### src/rtl/fcr_pkg.sv
package fcr_pkg;
   typedef enum logic [3:0] {
      ST_ARRAY,
      ST_IDENT,
      ST_ESETUP,
      ST_ERASING,
      ST_EDONE,
      ST_EVERIFY,
      ST_PSETUP,
      ST_PROGRAMMING,
      ST_PDONE,
      ST_PVERIFY
   } fcr_state_e;
endpackage

### src/rtl/fcr_bus_sense.sv
module fcr_bus_sense #(
   parameter bit LATCH_ON_RISE = 1'b1
) (
   input  logic clk,
   input  logic rst_n,
   input  logic cs_n,
   input  logic we_n,
   output logic wr_evt
);
   logic we_q;

   always_ff @(posedge clk or negedge rst_n) begin
      if (!rst_n) we_q <= 1'b1;
      else        we_q <= we_n;
   end

   generate
      if (LATCH_ON_RISE) begin : g_rise
         assign wr_evt = !we_q && we_n && !cs_n;
      end else begin : g_fall
         assign wr_evt = we_q && !we_n && !cs_n;
      end
   endgenerate

   // one strobe yields exactly one write event
   p_single_evt_r4: assert property (@(posedge clk) disable iff (!rst_n)
      wr_evt |=> !wr_evt);
endmodule

### src/rtl/fcr_stop_timer.sv
module fcr_stop_timer #(
   parameter int PROG_CYCLES  = 25,
   parameter int ERASE_CYCLES = 200
) (
   input  logic clk,
   input  logic rst_n,
   input  logic load_prog,
   input  logic load_erase,
   input  logic halt,
   output logic running,
   output logic expire
);
   localparam int MAXC = (PROG_CYCLES > ERASE_CYCLES) ? PROG_CYCLES : ERASE_CYCLES;
   localparam int TW   = $clog2(MAXC + 1);

   generate
      if (PROG_CYCLES < 1 || ERASE_CYCLES < 1) begin : g_bad_len
         $error("pulse lengths must be at least one cycle");
      end
   endgenerate

   logic [TW-1:0] cnt;

   always_ff @(posedge clk or negedge rst_n) begin
      if (!rst_n)          cnt <= '0;
      else if (halt)       cnt <= '0;
      else if (load_prog)  cnt <= TW'(PROG_CYCLES);
      else if (load_erase) cnt <= TW'(ERASE_CYCLES);
      else if (cnt != '0)  cnt <= cnt - 1'b1;
   end

   assign running = (cnt != '0);
   assign expire  = (cnt == TW'(1));

   // an undisturbed pulse counts down by one per cycle
   p_countdown_r4: assert property (@(posedge clk) disable iff (!rst_n)
      (running && !expire && !halt && !load_prog && !load_erase)
      |=> (running && cnt == $past(cnt) - 1'b1));
endmodule

### src/rtl/fcr_sequencer.sv
module fcr_sequencer
   import fcr_pkg::*;
#(
   parameter int          AW              = 18,
   parameter int          DW              = 8,
   parameter logic [DW-1:0] CMD_READ        = 8'h00,
   parameter logic [DW-1:0] CMD_IDENT       = 8'h90,
   parameter logic [DW-1:0] CMD_ERASE_SETUP = 8'h20,
   parameter logic [DW-1:0] CMD_ERASE_VER   = 8'hA0,
   parameter logic [DW-1:0] CMD_PROG_SETUP  = 8'h40,
   parameter logic [DW-1:0] CMD_PROG_VER    = 8'hC0,
   parameter logic [DW-1:0] CMD_RESET       = 8'hFF
) (
   input  logic          clk,
   input  logic          rst_n,
   input  logic          hv_ok,
   input  logic          wr_evt,
   input  logic [AW-1:0] addr,
   input  logic [DW-1:0] din,
   input  logic          tmr_expire,
   output fcr_state_e    state,
   output logic          load_prog,
   output logic          load_erase,
   output logic          tmr_halt,
   output logic [AW-1:0] lat_addr,
   output logic [DW-1:0] lat_data
);
   generate
      if (CMD_ERASE_SETUP == CMD_PROG_SETUP || CMD_ERASE_VER == CMD_PROG_VER ||
          CMD_RESET == CMD_READ || CMD_IDENT == CMD_READ) begin : g_bad_codes
         $error("command codes must be distinct");
      end
   endgenerate

   fcr_state_e nxt;
   logic       rst_armed, arm_nxt, hv_q, lat_en;
   logic       is_rst, dbl_rst;

   assign is_rst  = wr_evt && (din == CMD_RESET);
   assign dbl_rst = is_rst && rst_armed;

   always_comb begin
      nxt        = state;
      load_prog  = 1'b0;
      load_erase = 1'b0;
      tmr_halt   = 1'b0;
      lat_en     = 1'b0;
      arm_nxt    = wr_evt ? (is_rst && !rst_armed) : rst_armed;
      if (!hv_ok || hv_q) begin
         if (!hv_ok) begin
            tmr_halt = 1'b1;
            if (hv_q || (state != ST_ARRAY && state != ST_IDENT)) nxt = ST_ARRAY;
            else if (wr_evt) begin
               if (din == CMD_READ)       nxt = ST_ARRAY;
               else if (din == CMD_IDENT) nxt = ST_IDENT;
               else if (dbl_rst)          nxt = ST_ARRAY;
            end
         end else begin
            unique case (state)
               ST_ARRAY, ST_IDENT, ST_EVERIFY, ST_PVERIFY: if (wr_evt) begin
                  if (din == CMD_READ)             nxt = ST_ARRAY;
                  else if (din == CMD_IDENT)       nxt = ST_IDENT;
                  else if (din == CMD_ERASE_SETUP) nxt = ST_ESETUP;
                  else if (din == CMD_PROG_SETUP)  nxt = ST_PSETUP;
                  else if (din == CMD_ERASE_VER) begin
                     nxt    = ST_EVERIFY;
                     lat_en = 1'b1;
                  end
                  else if (din == CMD_PROG_VER)    nxt = ST_PVERIFY;
                  else if (dbl_rst)                nxt = ST_ARRAY;
               end
               ST_PSETUP: if (wr_evt) begin
                  nxt       = ST_PROGRAMMING;
                  lat_en    = 1'b1;
                  load_prog = 1'b1;
                  arm_nxt   = 1'b0;
               end
               ST_ESETUP: if (wr_evt) begin
                  if (din == CMD_ERASE_SETUP) begin
                     nxt        = ST_ERASING;
                     load_erase = 1'b1;
                  end else nxt = ST_ARRAY;
               end
               ST_PROGRAMMING: begin
                  if (wr_evt && din == CMD_PROG_VER) begin
                     nxt      = ST_PVERIFY;
                     tmr_halt = 1'b1;
                  end else if (dbl_rst) begin
                     nxt      = ST_ARRAY;
                     tmr_halt = 1'b1;
                  end else if (tmr_expire) nxt = ST_PDONE;
               end
               ST_PDONE: begin
                  if (wr_evt && din == CMD_PROG_VER) nxt = ST_PVERIFY;
                  else if (dbl_rst)                  nxt = ST_ARRAY;
               end
               ST_ERASING: begin
                  if (wr_evt && din == CMD_ERASE_VER) begin
                     nxt      = ST_EVERIFY;
                     lat_en   = 1'b1;
                     tmr_halt = 1'b1;
                  end else if (dbl_rst) begin
                     nxt      = ST_ARRAY;
                     tmr_halt = 1'b1;
                  end else if (tmr_expire) nxt = ST_EDONE;
               end
               ST_EDONE: begin
                  if (wr_evt && din == CMD_ERASE_VER) begin
                     nxt    = ST_EVERIFY;
                     lat_en = 1'b1;
                  end else if (dbl_rst) nxt = ST_ARRAY;
               end
               default: nxt = ST_ARRAY;
            endcase
         end
      end else begin
         // high voltage just returned: stay in read-array for this cycle
         nxt      = ST_ARRAY;
         tmr_halt = 1'b1;
      end
   end

   always_ff @(posedge clk or negedge rst_n) begin
      if (!rst_n) begin
         state     <= ST_ARRAY;
         rst_armed <= 1'b0;
         hv_q      <= 1'b0;
         lat_addr  <= '0;
         lat_data  <= '0;
      end else begin
         state     <= nxt;
         rst_armed <= arm_nxt;
         hv_q      <= hv_ok;
         if (lat_en) begin
            lat_addr <= addr;
            lat_data <= din;
         end
      end
   end

   // timer expiry parks the controller in the inactive state
   p_expire_r5: assert property (@(posedge clk) disable iff (!rst_n)
      (state == ST_PROGRAMMING && tmr_expire && hv_ok && hv_q && !wr_evt)
      |=> (state == ST_PDONE));
   // a second consecutive reset code returns to read-array mode
   p_dbl_reset_r9: assert property (@(posedge clk) disable iff (!rst_n)
      (is_rst && rst_armed && state != ST_PSETUP) |=> (state == ST_ARRAY));
   // no pulse, verify or inactive state survives a missing high voltage
   p_hv_drop_r11: assert property (@(posedge clk) disable iff (!rst_n)
      (!hv_ok) |=> (state == ST_ARRAY || state == ST_IDENT));
   // the write after program setup is latched
   p_latch_r4: assert property (@(posedge clk) disable iff (!rst_n)
      (state == ST_PSETUP && wr_evt && hv_ok && hv_q)
      |=> (lat_addr == $past(addr) && lat_data == $past(din)));
endmodule

### src/rtl/fcr_read_path.sv
module fcr_read_path
   import fcr_pkg::*;
#(
   parameter int            AW       = 18,
   parameter int            DW       = 8,
   parameter logic [DW-1:0] MFR_CODE = 8'hA7,
   parameter logic [DW-1:0] DEV_CODE = 8'h3C
) (
   input  fcr_state_e    state,
   input  logic          cs_n,
   input  logic          oe_n,
   input  logic          we_n,
   input  logic [AW-1:0] addr,
   input  logic [AW-1:0] lat_addr,
   input  logic [DW-1:0] arr_rdata,
   output logic [AW-1:0] arr_addr,
   output logic [DW-1:0] dq_out,
   output logic          dq_drive,
   output logic          margin_hi,
   output logic          margin_lo
);
   logic use_latched;
   logic [DW-1:0] rd_word;

   assign use_latched = (state == ST_PVERIFY) || (state == ST_EVERIFY) ||
                        (state == ST_PROGRAMMING) || (state == ST_PDONE);
   assign arr_addr  = use_latched ? lat_addr : addr;
   assign margin_hi = (state == ST_PVERIFY);
   assign margin_lo = (state == ST_EVERIFY);
   assign dq_drive  = !cs_n && !oe_n && we_n;

   always_comb begin
      if (state == ST_IDENT) rd_word = addr[0] ? DEV_CODE : MFR_CODE;
      else                   rd_word = arr_rdata;
   end

   assign dq_out = dq_drive ? rd_word : '0;
endmodule

### src/rtl/flash_cmd_ctrl.sv
module flash_cmd_ctrl
   import fcr_pkg::*;
#(
   parameter int            AW              = 18,
   parameter int            DW              = 8,
   parameter int            PROG_CYCLES     = 25,
   parameter int            ERASE_CYCLES    = 200,
   parameter bit            LATCH_ON_RISE   = 1'b1,
   parameter logic [DW-1:0] MFR_CODE        = 8'hA7,
   parameter logic [DW-1:0] DEV_CODE        = 8'h3C,
   parameter logic [DW-1:0] CMD_READ        = 8'h00,
   parameter logic [DW-1:0] CMD_IDENT       = 8'h90,
   parameter logic [DW-1:0] CMD_ERASE_SETUP = 8'h20,
   parameter logic [DW-1:0] CMD_ERASE_VER   = 8'hA0,
   parameter logic [DW-1:0] CMD_PROG_SETUP  = 8'h40,
   parameter logic [DW-1:0] CMD_PROG_VER    = 8'hC0,
   parameter logic [DW-1:0] CMD_RESET       = 8'hFF
) (
   input  logic          clk,
   input  logic          rst_n,
   input  logic          hv_ok,
   input  logic          cs_n,
   input  logic          oe_n,
   input  logic          we_n,
   input  logic [AW-1:0] addr,
   input  logic [DW-1:0] dq_in,
   output logic [DW-1:0] dq_out,
   output logic          dq_drive,
   output logic [AW-1:0] arr_addr,
   input  logic [DW-1:0] arr_rdata,
   output logic [AW-1:0] pgm_addr,
   output logic [DW-1:0] pgm_data,
   output logic          prog_pulse,
   output logic          erase_pulse,
   output logic          pulse_busy,
   output logic          margin_hi,
   output logic          margin_lo
);
   generate
      if (AW < 1 || DW < 8) begin : g_bad_width
         $error("address must be at least 1 bit and data at least 8 bits");
      end
   endgenerate

   fcr_state_e state;
   logic wr_evt, load_prog, load_erase, tmr_halt, tmr_running, tmr_expire;

   fcr_bus_sense #(.LATCH_ON_RISE(LATCH_ON_RISE)) u_sense (
      .clk(clk), .rst_n(rst_n), .cs_n(cs_n), .we_n(we_n), .wr_evt(wr_evt));

   fcr_stop_timer #(.PROG_CYCLES(PROG_CYCLES), .ERASE_CYCLES(ERASE_CYCLES)) u_timer (
      .clk(clk), .rst_n(rst_n), .load_prog(load_prog), .load_erase(load_erase),
      .halt(tmr_halt), .running(tmr_running), .expire(tmr_expire));

   fcr_sequencer #(
      .AW(AW), .DW(DW), .CMD_READ(CMD_READ), .CMD_IDENT(CMD_IDENT),
      .CMD_ERASE_SETUP(CMD_ERASE_SETUP), .CMD_ERASE_VER(CMD_ERASE_VER),
      .CMD_PROG_SETUP(CMD_PROG_SETUP), .CMD_PROG_VER(CMD_PROG_VER),
      .CMD_RESET(CMD_RESET)
   ) u_seq (
      .clk(clk), .rst_n(rst_n), .hv_ok(hv_ok), .wr_evt(wr_evt), .addr(addr),
      .din(dq_in), .tmr_expire(tmr_expire), .state(state),
      .load_prog(load_prog), .load_erase(load_erase), .tmr_halt(tmr_halt),
      .lat_addr(pgm_addr), .lat_data(pgm_data));

   fcr_read_path #(.AW(AW), .DW(DW), .MFR_CODE(MFR_CODE), .DEV_CODE(DEV_CODE)) u_rd (
      .state(state), .cs_n(cs_n), .oe_n(oe_n), .we_n(we_n), .addr(addr),
      .lat_addr(pgm_addr), .arr_rdata(arr_rdata), .arr_addr(arr_addr),
      .dq_out(dq_out), .dq_drive(dq_drive), .margin_hi(margin_hi),
      .margin_lo(margin_lo));

   assign prog_pulse  = (state == ST_PROGRAMMING);
   assign erase_pulse = (state == ST_ERASING);
   assign pulse_busy  = prog_pulse || erase_pulse;

   // array-side controls are mutually exclusive
   p_excl_r12: assert property (@(posedge clk) disable iff (!rst_n)
      $onehot0({prog_pulse, erase_pulse, margin_hi, margin_lo}));
   // a pulse state never outlives its stop timer
   p_pulse_timed_r5: assert property (@(posedge clk) disable iff (!rst_n)
      pulse_busy |-> tmr_running);
endmodule

### config.mk
export PLATFORM = sky130hd
export DESIGN_NAME = flash_cmd_ctrl
export DESIGN_NICKNAME = d
export VERILOG_FILES = /design/src/rtl/fcr_pkg.sv /design/src/rtl/fcr_bus_sense.sv /design/src/rtl/fcr_stop_timer.sv /design/src/rtl/fcr_sequencer.sv /design/src/rtl/fcr_read_path.sv /design/src/rtl/flash_cmd_ctrl.sv
export SDC_FILE = /design/constraint.sdc
export NUM_CORES = 1
export LEC_CHECK = 0
export BUFFER_PORTS_ARGS = -buffer_cell sky130_fd_sc_hd__buf_2
export CAP_MARGIN = 40
export CORE_AREA = 2 2 113 115
export CTS_CLUSTER_SIZE = 20
export DETAILED_ROUTE_END_ITERATION = 6
export DIE_AREA = 0 0 115 117
export GPL_ROUTABILITY_DRIVEN = 1
export MAX_ROUTING_LAYER = met4
export SLEW_MARGIN = 30
export SYNTH_ARGS = -nofsm -noshare
export SYNTH_HDL_FRONTEND = slang
export SYNTH_HIERARCHICAL = 1
export SYNTH_SLANG_ARGS = --single-unit
### constraint.sdc
create_clock -name clk -period 7.4 [get_ports clk]
set_clock_uncertainty 0.15 [all_clocks]
set_input_delay 1.11 -clock clk [delete_from_list [all_inputs] [get_ports clk]]
set_output_delay 1.11 -clock clk [all_outputs]
set_load 0.005 [all_outputs]
======== After elaboration in Yosys (flattened, before gate mapping) ========
Index checks and enable logic that the tools add are counted.
storage, ports and cells
  register bits after elaboration ......... 41
  word-level logic and storage cells ...... 124
  output and inout bits ................... 58
cells by class
  add/subtract/negate cells ............... 1
  reduce and logical (&&, ||, !) cells .... 29
  equal/unequal tests ..................... 23
  muxes and demuxes ....................... 64
operators by type and width
  cell                 number
  $mux 4               24
  $mux 8               7
  $eq 8x8->1 const B   4
  $mux 1               28
  $pmux 4 s7           1
  $mux 18              1
  $eq 4x3->1 const B   4
  $ne 4x3->1 const B   4
  $ne 6x5->1 const B   2
  $logic_and 1x1->1    10
  $eq 4x2->1 const B   2
  $eq 4x4->1 const B   2
  $eq 8x1->1 const B   1
  $eq 8x6->1 const B   1
  $eq 8x7->1 const B   1
  $logic_not 8->1      1
  $reduce_bool 4->1    2
  $reduce_bool 8->1    1
  $sub 8x1->8 const B  1
  $logic_or 1x1->1     6
  $reduce_and 6->1     1
  $logic_not 1->1      5
  $eq 4x1->1 const B   1
  $logic_not 4->1      1
  other kinds (6)      6

======== Longest topological paths before layout ========
Gate-level depths: netlist of the first run.
  depth after elaboration ................. 16
  depth in mapped cells ................... 9
  depth with buffers taken out ............ 8

======== Modules after synthesis ========
The synthesis of the first run kept the hierarchy.
modules (own cells, without submodules)
  module          cells each  area each (µm²)  instances  sequential area each (µm²)
  fcr_sequencer   185         1,969.4          1          800.8
  fcr_stop_timer  53          551.8            1          200.2
  fcr_read_path   48          429.2            1          0.0
  fcr_bus_sense   2           38.8             1          26.3
  flash_cmd_ctrl  3           31.3             1          0.0

======== Least setup slack after synthesis of the first run ========
OpenSTA, ideal clock, no wires.
  kind .................................... input to register
  start ................................... input port cs_n
  end ..................................... register u_timer.cnt[0]
  stages .................................. 7
  setup slack ............................. 4.069 ns
  arrival ................................. 3.029 ns
  buffers on the path ..................... 0
  setup time .............................. 0.153 ns
  cell sequence ........................... nor3b_2 nand4_1 nor3_1 a31oi_1 o31ai_1 nand2b_1 o311ai_2
on the way
  word-level cells in the longest chain between the ends .. 10
  elaborated cells on any way between the ends .. 24
ends and longest elaborated chain
  element                                                              line                                       source
  start, declared                                                      flash_cmd_ctrl.sv:22                       input logic cs_n,
  $logic_not 1->1 *                                                    fcr_bus_sense.sv:19                        assign wr_evt = !we_q && we_n && !cs_n;
  $logic_and 1x1->1 *                                                  fcr_bus_sense.sv:19
  $logic_and 1x1->1                                                    fcr_sequencer.sv:39                        assign is_rst = wr_evt && (din == CMD_RESET);
  $logic_and 1x1->1                                                    fcr_sequencer.sv:40                        assign dbl_rst = is_rst && rst_armed;
  $mux 1                                                               fcr_sequencer.sv:88, fcr_sequencer.sv:102
  $mux 1, on equally long branches                                     fcr_sequencer.sv:98, fcr_sequencer.sv:85
  $pmux 1 s2 *                                                         fcr_sequencer.sv:59                        unique case (state)
  $mux 1 *                                                             fcr_sequencer.sv:50                        if (!hv_ok) begin
  $mux 1 *                                                             fcr_sequencer.sv:49                        if (!hv_ok || hv_q) begin
  net tmr_halt                                                         flash_cmd_ctrl.sv:46                       logic wr_evt, load_prog, load_erase, tmr_halt, tmr_running, tmr_expire;
  $reduce_bool 4->1 (no source line) / $mux 8 (equally long branches)  --
  end signal, assigned                                                 fcr_stop_timer.sv:27                       else if (load_prog) cnt <= TW'(PROG_CYCLES);
  end signal, assigned                                                 fcr_stop_timer.sv:28                       else if (load_erase) cnt <= TW'(ERASE_CYCLES);
  end signal, assigned                                                 fcr_stop_timer.sv:29                       else if (cnt != '0) cnt <= cnt - 1'b1;
  end, declared                                                        fcr_stop_timer.sv:22                       logic [TW-1:0] cnt;
The timed path passes the listed nets; every way through them passes the cells marked *.
A chain may end at the register's enable or synchronous reset.

======== Final worst setup path of the first run ========
  start ................................... register u_seq.state[3]
  end ..................................... output port arr_addr[3]
on the way
  word-level cells in the longest chain between the ends .. 5
  elaborated cells on any way between the ends .. 8
ends and longest elaborated chain
  element                                          line                  source
  start, declared                                  fcr_sequencer.sv:21   output fcr_state_e state,
  start signal, assigned                           fcr_sequencer.sv:131  state <= nxt;
  $eq 4x4->1 / $eq 4x3->1 (equally long branches)  fcr_read_path.sv:25   assign use_latched = (state == ST_PVERIFY) || (state == ST_EVERIFY) ||
  $logic_or 1x1->1 (2 in series)                   fcr_read_path.sv:25
  $logic_or 1x1->1 *                               fcr_read_path.sv:26   (state == ST_PROGRAMMING) || (state == ST_PDONE);
  $mux 18 *                                        fcr_read_path.sv:27   assign arr_addr = use_latched ? lat_addr : addr;
  end, declared                                    flash_cmd_ctrl.sv:29  output logic [AW-1:0] arr_addr,
Mark *: on every way between the ends. The rest lies on a longest branch, timed or not.

==> results of run 1 <==
[cell type report]
cell class / instances / area (um2)
Antenna cell: 1 / 2.50
Clock buffer: 5 / 125
Clock inverter: 2 / 35.0
Fill cell: 1272 / 8580
Inverter: 11 / 43.8
Multi-Input combinational cell: 221 / 1780
Sequential cell: 41 / 1030
Tap cell: 150 / 188
Timing Repair Buffer: 101 / 531
[state kept, by name (all words and copies together) (netlist names)]
name	flops
u_sense/we_q	1
u_seq/hv_q	1
u_seq/lat_addr	18
u_seq/lat_data	8
u_seq/rst_armed	1
u_seq/state	4
u_timer/cnt	8
[layout by cell type, fill, tap and decap left out, types with 3 or more instances in the layout]
cell type / n
sky130_fd_sc_hd__o21ai_0: 9
sky130_fd_sc_hd__o41ai_1: 3
sky130_fd_sc_hd__inv_1: 10
sky130_fd_sc_hd__nand2_1: 25
sky130_fd_sc_hd__clkbuf_16: 5
sky130_fd_sc_hd__nor4_1: 6
sky130_fd_sc_hd__nor4b_1: 3
sky130_fd_sc_hd__or3b_2: 3
sky130_fd_sc_hd__nand3_1: 4
sky130_fd_sc_hd__a21oi_1: 14
sky130_fd_sc_hd__nor3_1: 9
sky130_fd_sc_hd__or4_1: 4
sky130_fd_sc_hd__nand3b_1: 3
sky130_fd_sc_hd__o31ai_1: 5
sky130_fd_sc_hd__nand2b_1: 6
sky130_fd_sc_hd__o22ai_1: 4
sky130_fd_sc_hd__mux2_2: 13
sky130_fd_sc_hd__dfrtp_1: 40
sky130_fd_sc_hd__nor2_1: 18
sky130_fd_sc_hd__buf_2: 97
sky130_fd_sc_hd__nand4_1: 4
sky130_fd_sc_hd__a211oi_1: 6
sky130_fd_sc_hd__ha_1: 3
sky130_fd_sc_hd__mux2_4: 29
sky130_fd_sc_hd__o31a_1: 3
[metal layers]
metal | vias up | GRT usage
li1 | 1280 | -
met1 | 1316 | 0.163
met2 | 98 | 0.195
met3 | 10 | 0.0206
met4 | 0 | 0.0426
met5 | - | -
[logic make-up after synthesis]
kind of cell / synth area share
buffers and inverters: 0.0700
AND/OR/NAND/NOR: 0.213
flip-flops: 0.340
AO/OA/AOI/OAI: 0.163
adder cells (fa/ha/maj): 0.0124
XOR/XNOR: 0.00870
multiplexers: 0.193
[cells in the mapped netlist, drive strengths merged, types with 3 or more instances]
library cell  count
nor3              9
ha                3
nand3b            3
nor4              6
o21ai            10
nand2b            6
a21oi            14
nand2            26
nor2             20
nand3             4
buf              12
o31ai             5
o41ai             3
o22ai             4
or4               4
or3b              3
inv              11
o31a              4
a211oi            7
mux2             42
nor3b             4
clkbuf            6
dfrtp            40
nand4             4
nor4b             4
[per-stage QoR]
step                      cell area [um2]  power, W  std cells
after global placement               3530  0.000569        521
final                                3730  0.000813        532
after global routing                 3730  0.000863        532
after floorplan                      3020  0.000516        291
after detailed placement             3560  0.000576        522
after CTS                            3720  0.000821        529
[how the worst max path moves through the flow]
stage / end / slack, ns / cells after the start
CTS: u_timer/cnt[0] / 3.63 / 8
floorplan: u_timer/cnt[0] / 4.07 / 7
global placement: u_timer/cnt[0] / 3.34 / 9
detailed placement: u_timer/cnt[0] / 3.34 / 8
global route: arr_addr[6] / 3.53 / 4
finish: arr_addr[3] / 3.66 / 4
[power by group]
part           switching, W  total, W  internal [W]
clock network     0.0000818  0.000238      0.000156
registers         0.0000342  0.000279      0.000245
logic              0.000168  0.000296      0.000129
==> summary.md, run 1 <==
The run finished with clean final reports. The top routing layer in use is met4. The minimum period implied by the final worst setup slack was 3.74 ns; the share of post-route cells with drive strength above 1 was 0.444. Along the worst path, the maximum fanout reaches 22. For the worst setup path, the data required time is 6.14 ns.

The run gives 12,300 um2 as the placeable core area. After detailed routing, the average wire length per cell comes to 15.2 um. For this block, the initial DRC count from the detailed router was 186. The CTS clock-pin slew for the worst setup and hold paths was 0.05 ns. The run gives 6090 um as the HPWL after detailed placement. Setup repair after global routing left no endpoint under its margin. The final number of max-transition violations came out at 0.

For this run, the top clock speed supported by timing is 0.267 GHz. After detailed routing, the total wire length is 8070 um. Power spread over the standard cell area amounts to 218 nW/um2. The DRC violation count after routing came out at 0. The wire length of the first global-routing pass was 13,100 um.

The area growth from synthesis to layout is 23.6%. The worst hold path terminates at u_seq/lat_data[2]. The clock passes through at most 2 buffers.

The starting utilization of the core area came out at 0.245. In this run the critical register-to-register path is launched from u_seq/state[1]. The routed design uses 3640 um of met2 wire. The tool flagged a number of max-cap violations equal to 0.

For this design the top-level I/O count stands at 98. The portion of synthesized cell area occupied by the leading cell type came out at 0.331. Once detail routing completed, the nets flagged for antenna violations numbered 0. The arrival time at the worst endpoint was 2.48 ns; the worst slack on hold paths was 0.353 ns. For this run the aggregate overflow at the end of global routing stands at 0. The actual transition at the worst max-transition pin came out at 0.802 ns. TritonCTS built the clock tree. Via density per instance: 5.08. The initial antenna violation count was 1; the die area was 13,500 um2. The number of enable flip-flop cells after synthesis is 0, and the worst setup slack before clock tree synthesis is 3.34 ns. The synthesized netlist contains 67 unique library cells. The clock drives 41 sinks.

CTS placed an instance of sky130_fd_sc_hd__clkbuf_16 at the clock tree root. The min-delay analysis places its worst path in the category flip-flop to flip-flop. The clock tree synthesis step divided the H-tree into 2 levels. Counting every instance in the synthesized netlist gives 291.

Counting every net in the synthesized netlist gives 334. Setup total negative slack on the finished layout was measured at 0 ns. The largest total area in the synthesized netlist belongs to sky130_fd_sc_hd__dfrtp_1. STA classifies the critical path startpoint as a flip-flop.

Clock latency on the worst-skew pair, taken at its later pin, is 0.27 ns. The routed layout has 2,704 vias. Cell family contributing the most delay on the critical path: flip-flops. The number of CTS-inserted buffers is 5, and the number of rows created at floorplan is 41. The post-synthesis sequential element count was 41; the worst-case vdd ir drop was 99.2 uV. The via count of the first global-routing pass is 2,618, and the mean instance size in the synthesized netlist is 10.4 um2.

The part of the Yosys area used for sequential elements is 0.340. Summed over all cells, the static leakage comes to 1.90 nW. The tools report the register-to-register setup slack as 4.54 ns. The congestion estimate from routability-driven global placement came to 0.878. The number of setup buffers added after CTS is 0, and the largest stage delay on the critical path is 0.75 ns. For the total number of nets in the final design, the log shows 424.

The run gives 0.124 as the global routing usage summed across all routing layers. The post-layout worst setup margin is 3.66 ns. Critical path's slowest cell: sky130_fd_sc_hd__dfrtp_1. The most used flip-flop cell after synthesis is sky130_fd_sc_hd__dfrtp_1.

STA classifies the critical path endpoint as a primary output. The cell depth of the worst flop-to-flop path came out at 6. Sorting the synthesized cells by area gives the leading types as sky130_fd_sc_hd__dfrtp_1 (33%), sky130_fd_sc_hd__mux2_4 (14%), sky130_fd_sc_hd__mux2_2 (4.8%), sky130_fd_sc_hd__nand2_1 (3.1%), sky130_fd_sc_hd__a21oi_1 (2.3%).

The warning count from the yosys run is 6, and the chip width is 115 um. The run gives 440 um as the amount of wire on met3 after detailed routing. The first TritonRoute pass finished after 4 iterations. The count of hold-fix buffers inserted at cts is 0. After synthesis the cells add up to 3020 um2.

The endpoint identified for the worst register-to-register timing path is u_seq/lat_addr[8]. The part of the cycle the worst path needs is 0.506. The share of flip-flops with an asynchronous set or reset after synthesis was 1.00; the hold violation count in the final report was 0. The die is 117 um tall. Setup violations remaining at the end of the flow were counted as 0.

The most critical setup path has its startpoint at u_seq/state[3]. Entering global routing, the biggest net connects 24 pins. For the worst max-slew margin expressed relative to the limit, the log shows 0.466.

The instance count along the most critical hold path works out to 1. In the final routing, the length of wire on met1 measures 3830 um. The tools report the source of the worst hold timing path as u_seq/lat_data[2]. Post-CTS repair changed the size of 0 cells. The count of input and output buffers works out to 97. The critical path contains buffers and inverters numbering 2 combined. The class of the most critical setup path is flip-flop to primary output. The final standard cell utilization of the core was 0.303. Walking the worst path, the cells encountered are inv_1 > a31oi_4 > mux2_2 > buf_2.
Note: power is estimated with default switching activity, not from simulation.
==> run 2, diff against run 1 <==
==> constraint.sdc (replaced) <==
create_clock -name clk -period 3.4 [get_ports clk]
set_clock_uncertainty 0.15 [all_clocks]
set_input_delay 0.51 -clock clk [delete_from_list [all_inputs] [get_ports clk]]
set_output_delay 0.51 -clock clk [all_outputs]
set_load 0.005 [all_outputs]
==> run 2 against run 1 <==
Sequential share of layout area is 0.42 points lower. Sequential power is 110% higher. Critical path depth is 1 higher. Register-to-register slack worse by 3.9 ns. First-iteration DRC count is 2.7% lower. Via count hardly changed. Critical path type unchanged. Largest cell class unchanged.
==> summary.md, run 2 (synthesized netlist as in run 1, its figures left out) <==
The run finished with clean final reports. Wire length per cell: 14.9 um. The run gives 2 as the number of H-tree branching levels. The part of the cycle the worst path needs was 0.835. The logs give 41 for the count of clock tree sinks and 1 for the initial antenna violation count.

Post-CTS timing repair inserted 0 buffers for setup. The worst setup path is launched from a flip-flop. The portion of total power attributed to combinational logic came out at 0.364. The critical path goes through inv_1 > a31oi_4 > buf_4 > mux2_2 > buf_2. The share of total power in sequential cells is 0.339, and the maximum number of pins on one net before global-route repair is 28. For the worst-skew pair, the clock arrives at the later sink with an insertion delay of 0.28 ns. The combined buffer and inverter count along the critical path is 3.

The register with the most flip-flops in the final layout is u_seq/lat_addr. In this run the worst hold path is classified as input port to flip-flop. The logs give 0.122 for the global routing usage summed across all routing layers and 0.00177 W for the sum of internal, switching and leakage power. For this design, the slowest cell found on the critical path is sky130_fd_sc_hd__dfrtp_1.

In this run the horizontal extent of the chip is 115 um. Summed over all cells, the static leakage comes to 1.93 nW. Setup total negative slack on the finished layout was measured at 0 ns. For this run, the slowest stage of the critical path takes 0.71 ns. The minimum period implied by the final worst setup slack is 2.84 ns. The count of hold-fix buffers inserted at cts was 1; the DRC violation count after routing was 0.

The number of nets still failing antenna checks after routing was 0. The highest clock rate was 0.352 GHz. The endpoint class of the critical path was a primary output. The number of maximum-capacitance constraint violations was 0; the top-level port count was 98. From synthesis to final layout, the design area changed by 25.5%. On the critical path the largest part of the delay comes from flip-flops. The class of the most critical setup path is flip-flop to primary output. The run gives 2,578 as the via count of the first global-routing pass. At the pin with the least slew margin, the transition time is 0.698 ns. The flip-flop count of the largest register, all copies and words added was 18; the required time of the critical path was 2.74 ns. In the layout the commonest cells are sky130_fd_sc_hd__buf_2 (97), sky130_fd_sc_hd__dfrtp_1 (40), sky130_fd_sc_hd__mux2_4 (29).

TritonCTS built the clock tree. The net count of the finished layout is 430. In this run the tool buffered the top-level ports with 97 buffer cells. Hold violation count in the final report: 0. The tools report the switching power of the nets as 0.000611 W. The internal power of the cells totals 0.00116 W. Measured along the y axis, the die boundary spans 117 um. The total area inside the core boundary comes to 12,300 um2. The clock passes through at most 2 buffers. The congestion estimate from routability-driven global placement came to 0.901. The logs give 235 uV for the worst-case vdd ir drop and 8000 um for the final routed wirelength across all metal layers.

The detailed router finished its first iteration with 181 violations. For this run, the detailed router's first-pass iteration total came to 4. Counting the fill cells in the layout gives 1,290.

The logs give 0 for the final number of max-transition violations and 41 for the number of rows created at floorplan. The largest registers in the layout are u_seq/lat_addr x18, u_seq/lat_data x8, u_timer/cnt x8. The number of CTS-inserted buffers is 5, and the starting utilization of the core area is 0.245. After legalization and detailed placement, the total HPWL measured 6060 um. The worst max-slew margin expressed relative to the limit came out at 0.528. Once the clock tree was built, the resizer swapped 0 gates to a different size. Data on the critical path arrives at its endpoint at 2.18 ns.

Share of post-route cells with drive strength above 1: 0.450. The via density per instance was 5.02; the switching share of total power was 0.346. The clock root buffer is sky130_fd_sc_hd__clkbuf_16.

Setup repair after global routing left no endpoint under its margin. The floorplan step defined a die boundary enclosing 13,500 um2. The CTS clock-pin slew for the worst setup and hold paths was 0.06 ns; the power density over the cells was 466 nW/um2.

Summing over every cut layer, the via total after detailed routing is 2,703. Global routing finished with a remaining overflow of 0. The wire length of the first global-routing pass was 12,800 um.

Setup violations remaining at the end of the flow were counted as 0. In this run the worst path has a maximum fanout of 22. Commonest non-fill, non-tap cell in the layout: sky130_fd_sc_hd__buf_2. The part of the total power dissipated in the clock network came out at 0.297.
==> run 2: path summary, 6_finish.rpt <==
kind | startpoint | end | slack [ns] | cells after the start
worst max-delay path | u_seq/state[3] | arr_addr[17] | 0.56 | 5
worst min-delay path | we_n | u_sense/we_q | 0.20 | 1
worst max register to register | u_timer/cnt[4] | u_seq/state[3] | 0.64 | 5
worst min register to register | u_seq/rst_armed | u_seq/rst_armed | 0.37 | 1
max in group asynchronous | rst_n | u_seq/lat_data[5] | 2.09 | 3
min in group asynchronous | rst_n | u_seq/lat_addr[17] | 0.53 | 2
==> run 2: power by group through the flow <==
stage | Clock [W] | Combinational [W] | Sequential, W
floorplan | 0 | 0.000533 | 0.000589
global placement | 0 | 0.000634 | 0.000602
detailed placement | 0 | 0.000638 | 0.000605
CTS | 0.000546 | 0.000642 | 0.000596
global route | 0.000567 | 0.000706 | 0.000609
finish | 0.000524 | 0.000644 | 0.000599
==> run 2: routing by layer <==
metal	up-vias	track usage	routed length, um
li1	1289	-	-
met1	1291	0.167	3850
met2	114	0.187	3560
met3	9	0.0160	474
met4	0	0.0426	111
met5	-	-	0
==> run 2: final cells by class <==
type | instances | area, um2 | area share
Tap cell | 150 | 188 | 0.0495
Antenna cell | 1 | 2.50 | 0.000660
Sequential cell | 41 | 1030 | 0.271
Multi-Input combinational cell | 221 | 1780 | 0.470
Inverter | 11 | 43.8 | 0.0116
Clock buffer | 5 | 125 | 0.0330
Clock inverter | 2 | 35.0 | 0.00924
Timing Repair Buffer | 107 | 588 | 0.155
==> run 2: stage by stage <==
step           hold WS [ns]  setup slack [ns]  std cells  area, um2  utilization
6_report              0.203             0.560        538       3790        0.308
5_1_grt               0.198             0.391        538       3790        0.308
3_3_place_gp          0.339             0.604        528       3600        0.292
2_1_floorplan        0.0644             0.669        291       3020            -
4_1_cts               0.202             0.554        537       3790        0.308
3_5_place_dp          0.302             0.600        529       3620        0.294
